### config.mk
export PLATFORM = sky130hd
export DESIGN_NAME = ext_irq_cond
export DESIGN_NICKNAME = d
export VERILOG_FILES = /design/src/rtl/ext_irq_pkg.sv /design/src/rtl/ext_irq_sync.sv /design/src/rtl/ext_irq_ctrl_reg.sv /design/src/rtl/ext_irq_line.sv /design/src/rtl/ext_irq_cond.sv
export SDC_FILE = /design/constraint.sdc
export NUM_CORES = 1
export LEC_CHECK = 0
export BUFFER_PORTS_ARGS = -buffer_cell sky130_fd_sc_hd__buf_2
export CAP_MARGIN = 20
export CORE_MARGIN = 2
export CORE_UTILIZATION = 50
export CTS_BUF_LIST = sky130_fd_sc_hd__clkbuf_8
export DETAILED_ROUTE_END_ITERATION = 16
export GPL_TIMING_DRIVEN = 1
export PLACE_DENSITY = 0.87
export SYNTH_ARGS = -nofsm -noshare
export SYNTH_HDL_FRONTEND = slang
export SYNTH_HIERARCHICAL = 1
export SYNTH_SLANG_ARGS = --single-unit
### constraint.sdc
create_clock -name clk -period 2.7 [get_ports clk]
set_input_delay 0.54 -clock clk [delete_from_list [all_inputs] [get_ports clk]]
set_output_delay 0.54 -clock clk [all_outputs]
set_load 0.01 [all_outputs]
### src/rtl/ext_irq_pkg.sv
package ext_irq_pkg;

  localparam int CTL_W     = 32;
  localparam int N_LINES   = 4;
  localparam int MEE_BIT   = 12;
  localparam int ROUTE_BIT = 0;

  typedef enum logic [1:0] {
    SENSE_LVL_HI = 2'b00,
    SENSE_RISE   = 2'b01,
    SENSE_FALL   = 2'b10,
    SENSE_LVL_LO = 2'b11
  } sense_e;

  // low bit of the 2-bit sense field of line n
  function automatic int sense_lsb(input int n);
    return 22 - 2 * n;
  endfunction

  function automatic int en_bit(input int n);
    return 11 - n;
  endfunction

  function automatic int clr_bit(input int n);
    return 27 - n;
  endfunction

endpackage

### src/rtl/ext_irq_sync.sv
module ext_irq_sync #(
  parameter int WIDTH  = 4,
  parameter int STAGES = 2
) (
  input  logic             clk,
  input  logic             rst_n,
  input  logic [WIDTH-1:0] d,
  output logic [WIDTH-1:0] q
);

  logic [WIDTH-1:0] stg [STAGES];

  always_ff @(posedge clk or negedge rst_n) begin
    if (!rst_n) stg[0] <= '0;
    else        stg[0] <= d;
  end

  for (genvar s = 1; s < STAGES; s++) begin : g_stage
    always_ff @(posedge clk or negedge rst_n) begin
      if (!rst_n) stg[s] <= '0;
      else        stg[s] <= stg[s-1];
    end
  end

  assign q = stg[STAGES-1];

endmodule

### src/rtl/ext_irq_ctrl_reg.sv
module ext_irq_ctrl_reg
  import ext_irq_pkg::*;
(
  input  logic                    clk,
  input  logic                    rst_n,
  input  logic                    wr_en,
  input  logic [CTL_W-1:0]        wdata,
  output logic [N_LINES-1:0][1:0] sense,
  output logic [N_LINES-1:0]      en,
  output logic                    mee,
  output logic                    route,
  output logic [N_LINES-1:0]      clr,
  output logic [CTL_W-1:0]        rdata
);

  logic [N_LINES-1:0][1:0] sense_d;
  logic [N_LINES-1:0]      en_d;
  logic                    mee_d;
  logic                    route_d;

  always_comb begin
    sense_d = sense;
    en_d    = en;
    mee_d   = mee;
    route_d = route;
    clr     = '0;
    if (wr_en) begin
      for (int n = 0; n < N_LINES; n++) begin
        sense_d[n] = wdata[sense_lsb(n) +: 2];
        en_d[n]    = wdata[en_bit(n)];
        clr[n]     = wdata[clr_bit(n)];
      end
      mee_d   = wdata[MEE_BIT];
      route_d = wdata[ROUTE_BIT];
    end
  end

  always_ff @(posedge clk or negedge rst_n) begin
    if (!rst_n) begin
      sense <= '0;
      en    <= '0;
      mee   <= 1'b0;
      route <= 1'b0;
    end else if (wr_en) begin
      sense <= sense_d;
      en    <= en_d;
      mee   <= mee_d;
      route <= route_d;
    end
  end

  always_comb begin
    rdata = '0;
    for (int n = 0; n < N_LINES; n++) begin
      rdata[sense_lsb(n) +: 2] = sense[n];
      rdata[en_bit(n)]         = en[n];
    end
    rdata[MEE_BIT]   = mee;
    rdata[ROUTE_BIT] = route;
  end

endmodule

### src/rtl/ext_irq_line.sv
module ext_irq_line
  import ext_irq_pkg::*;
(
  input  logic   clk,
  input  logic   rst_n,
  input  logic   smp,
  input  sense_e sense,
  input  logic   en,
  input  logic   mee,
  input  logic   clr,
  output logic   req
);

  logic prev_q;
  logic latch_q, latch_d;
  logic is_edge, det, lvl;

  always_comb begin
    is_edge = (sense == SENSE_RISE) || (sense == SENSE_FALL);
    det     = (sense == SENSE_RISE) ? (smp & ~prev_q) : (~smp & prev_q);
    lvl     = (sense == SENSE_LVL_LO) ? ~smp : smp;
    // a new edge wins over a clear in the same cycle
    latch_d = is_edge & (det | (latch_q & ~clr));
    req     = en & mee & (is_edge ? latch_q : lvl);
  end

  always_ff @(posedge clk or negedge rst_n) begin
    if (!rst_n) begin
      prev_q  <= 1'b0;
      latch_q <= 1'b0;
    end else begin
      prev_q  <= smp;
      latch_q <= latch_d;
    end
  end

endmodule

### src/rtl/ext_irq_cond.sv
module ext_irq_cond
  import ext_irq_pkg::*;
#(
  parameter int SYNC_STAGES = 2
) (
  input  logic             clk,
  input  logic             rst_n,
  input  logic             reg_wr,
  input  logic [CTL_W-1:0] reg_wdata,
  output logic [CTL_W-1:0] reg_rdata,
  input  logic [3:0]       irq_pin,
  output logic             crit_req,
  output logic [2:0]       main_req,
  output logic             crit_route_normal
);

  logic [N_LINES-1:0][1:0] sense;
  logic [N_LINES-1:0]      en;
  logic [N_LINES-1:0]      clr;
  logic                    mee;
  logic [N_LINES-1:0]      pin_sync;
  logic [N_LINES-1:0]      line_req;

  ext_irq_ctrl_reg u_ctrl (
    .clk   (clk),
    .rst_n (rst_n),
    .wr_en (reg_wr),
    .wdata (reg_wdata),
    .sense (sense),
    .en    (en),
    .mee   (mee),
    .route (crit_route_normal),
    .clr   (clr),
    .rdata (reg_rdata)
  );

  ext_irq_sync #(.WIDTH(N_LINES), .STAGES(SYNC_STAGES)) u_sync (
    .clk   (clk),
    .rst_n (rst_n),
    .d     (irq_pin),
    .q     (pin_sync)
  );

  for (genvar n = 0; n < N_LINES; n++) begin : g_line
    ext_irq_line u_line (
      .clk   (clk),
      .rst_n (rst_n),
      .smp   (pin_sync[n]),
      .sense (sense_e'(sense[n])),
      .en    (en[n]),
      .mee   (mee),
      .clr   (clr[n]),
      .req   (line_req[n])
    );
  end

  assign crit_req = line_req[0];
  assign main_req = line_req[3:1];

endmodule

==> metrics.md <==
| Metric | Value |
|---|---|
| Final Worst Setup Slack | 0.7194 ns |
| TritonRoute pass-1 iters | 4 |
| Routed via count | 925 |
| Inst Count DP | 193 |
| Max Fclk | 504.9 MHz |
| Total clock sinks | 30 |
| Wire length per cell | 11.97 um |
| Critical register-to-register path startpoint | u_ctrl/rdata[20] |
| Aggregate global routing overflow | 0 |
| Relative slew slack | 0.5733 |
| Type of the worst setup path | register to output pin |
| Area of the placeable core | 3028 um2 |
| Number of maximum-capacitance violations | 0 |
| Cell-by-cell trace of the critical path | inv_1, ha_1, o211ai_1, a21oi_1, buf_2 |
| Arrival time of data at the critical path endpoint | 1.44 ns |
| Leading cell types in the layout, fill and taps excluded | buf_2 (43), dfrtp_1 (30), conb_1 (18) |
| Pre-CTS WS | 1.019 ns |
| Post-route cell area | 1690 um2 |
| Clock tree from TritonCTS | yes |
| Cells after Synth | 127 |
| Final Max Slew Viols | 0 |
| Estimated wirelength of the detail-placed design | 1776 um |
| Synthesized cell area | 1582 um2 |
| Number of global-route vias before repair | 918 |
| Slowest CP cell | dfrtp_1 |
| Worst setup slack for register-to-register paths | 1.45 ns |
| Post-route fraction of the period consumed by the critical path | 0.7336 |
| Accumulated negative setup slack | 0 ns |
| Critical Path Source | u_ctrl/rdata[19] |
| Site Rows | 20 |
| Core Util, Final | 0.5583 |
| WP data required | 2.16 ns |
| Number of hold buffers added after cts | 0 |
| Ys Warns | 6 |
| Die footprint | 3629 um2 |
| Top-Level Pins | 76 |
| Synthesis-to-layout area growth | 6.883% |
| Final GP Congestion | 0.7560 |
| Placed inst area | 1614 um2 |
| Share of cells above drive strength 1 | 0.4231 |
| Vias per Instance | 4.625 |
| DRC Markers | 0 |
| Number of design-rule violations left by the first detailed-router iteration | 21 |
| Number of gates resized after cts | 0 |
| Power Density | 602.9 nW/um2 |
| Root buf cell | clkbuf_8 |
| Post-synthesis cell type count | 17 |
| Min cycle time layout | 1.981 ns |
| Post-CTS Setup Bufs | 0 |
| Hold/Removal Path Class | input pin to async pin |
| Post-layout net count | 203 |
| Clock buffer count from CTS | 5 |
| Starting density of the core | 0.5223 |
| Worst Max-Slew Pin Slew | 0.6400 ns |
| Clock latency reported for the late side of the worst-skew pair | 0.28 ns |
| Setup repair after global routing missed its margin | false |
| Number of cells in the finished layout apart from fillers | 200 |
| Clock-pin slew of the registers on the worst-case setup and hold paths | 0.06 ns |
| Count of buffers from port buffering | 43 |
| Sequential fraction of the synthesis area | 0.4747 |
| Final count of negative-setup-slack endpoints | 0 |
| Most common library cell in the layout ignoring fill and taps | buf_2 |
| Worst setup path end | main_req[1] |
| Worst R2R Path Depth | 3 |
| Longest Clk Path Bufs | 2 |
| Worst path max stage delay | 0.39 ns |
| Skew final | 0.002698 ns |
| Global router's overall resource usage | 0.1557 |
| Routed wire length | 2393 um |
| Depth of the CTS H-tree | 2 |
| X dimension of the die | 60.24 um |
| Critical-path maximum fanout | 4 |
| Worst vdd ir | 0.3576 mV |
| Diodes inserted | 0 |
| FF-to-FF End | g_line[1].u_line/latch_q |
| Final count of hold timing violations | 0 |
| #FFs+latches synth | 30 |
| Avg Cell Area, Syn | 12.45 um2 |
| Startpoint type of the worst setup path | register |
| Antenna violations before repair | 0 |
| Pin count of the biggest net entering global routing | 31 |
| Setup crit end kind | output pin |
| Wire length of the first global-routing pass | 3988 um |
| Run status | complete, no violations |
| Static leakage power | 0.8603 nW |
| DRT antenna net count | 0 |
| Die height | 60.24 um |
sequential cells by signal, indices dropped and copies added (netlist names):
register               flops
g_line.u_line/latch_q      4
g_line.u_line/prev_q       4
u_ctrl/en                  4
u_ctrl/mee                 1
u_ctrl/rdata               8
u_ctrl/route               1
u_sync/q                   4
u_sync/stg                 4
cell usage after synthesis:
cell type	count	share of area
buf_6	1	0.0071
nand2b_1	4	0.016
conb_1	1	0.0024
and2_2	4	0.019
nand3b_1	4	0.019
inv_1	4	0.0095
dfrtp_1	30	0.47
or3b_1	4	0.022
mux2_2	8	0.057
ha_1	8	0.063
xnor2_1	4	0.022
a21oi_1	4	0.013
a31oi_1	4	0.016
buf_4	36	0.17
o211ai_1	4	0.019
mux2_4	6	0.057
buf_12	1	0.013
per-layer routing:
| metal | GRT usage | wire length (um) |
|---|---|---|
| met2 | 0.2438 | 1172 |
| met5 | 0 | 0 |
| met4 | 0.07619 | 50 |
| met3 | 0.06710 | 212 |
| met1 | 0.1822 | 958 |
worst min path at each step:
| stage | start | to | slack (ns) | cells past startpoint |
|---|---|---|---|---|
| detailed placement | u_sync/stg[5] | u_sync/q[1] | 0.34 | 0 |
| floorplan | rst_n | g_line[0].u_line/latch_q | 0.24 | 0 |
| finish | rst_n | u_sync/q[2] | 0.28 | 1 |
| CTS | rst_n | u_ctrl/rdata[21] | 0.31 | 1 |
| global placement | u_sync/stg[7] | u_sync/q[3] | 0.33 | 0 |
| global route | rst_n | u_ctrl/rdata[19] | 0.34 | 1 |
kinds of logic after synthesis:
| logic type | Yosys count | synth area share |
|---|---|---|
| buffers and inverters | 42 | 0.2002 |
| DFF | 30 | 0.4747 |
| and+or+nand+nor | 16 | 0.07595 |
| muxes | 14 | 0.1139 |
| AOI/OAI and AO/OA | 12 | 0.04747 |
| adders and majority gates | 8 | 0.06329 |
| xor gates and xnor gates | 4 | 0.02215 |
| other | 1 | 0.002371 |
metrics by stage:
step / power (mW) / hold slack, ns
2_1_floorplan: 0.6907 / 0.2444
3_3_place_gp: 0.6986 / 0.3322
3_5_place_dp: 0.7090 / 0.3355
4_1_cts: 1.034 / 0.3131
5_1_grt: 1.084 / 0.3377
6_report: 1.019 / 0.2839
report_power, final:
part / internal [mW] / switching (mW) / leakage [nW]
Combinational: 0.0895 / 0.0890 / 0.457
Clock: 0.169 / 0.150 / 0.0466
Sequential: 0.489 / 0.0318 / 0.357
worst max-delay path, delay by kind of cell (launching register included):
family | cells | cell delay [ns]
AO/OA/AOI/OAI | 2 | 0.24
flip-flops | 1 | 0.39
buffers and inverters | 2 | 0.21
adder cells (fa/ha/maj) | 1 | 0.31
final cells by class:
cell class | count | area, um2
inverters | 4 | 15.01
well taps | 44 | 55.05
fillers | 253 | 1338
clock inverters | 2 | 7.507
flip-flops and latches | 30 | 750.7
multi-input cells | 72 | 578.1
repair buffers | 43 | 215.2
clock buffers | 5 | 68.82
(Power assumes the default switching activity.)
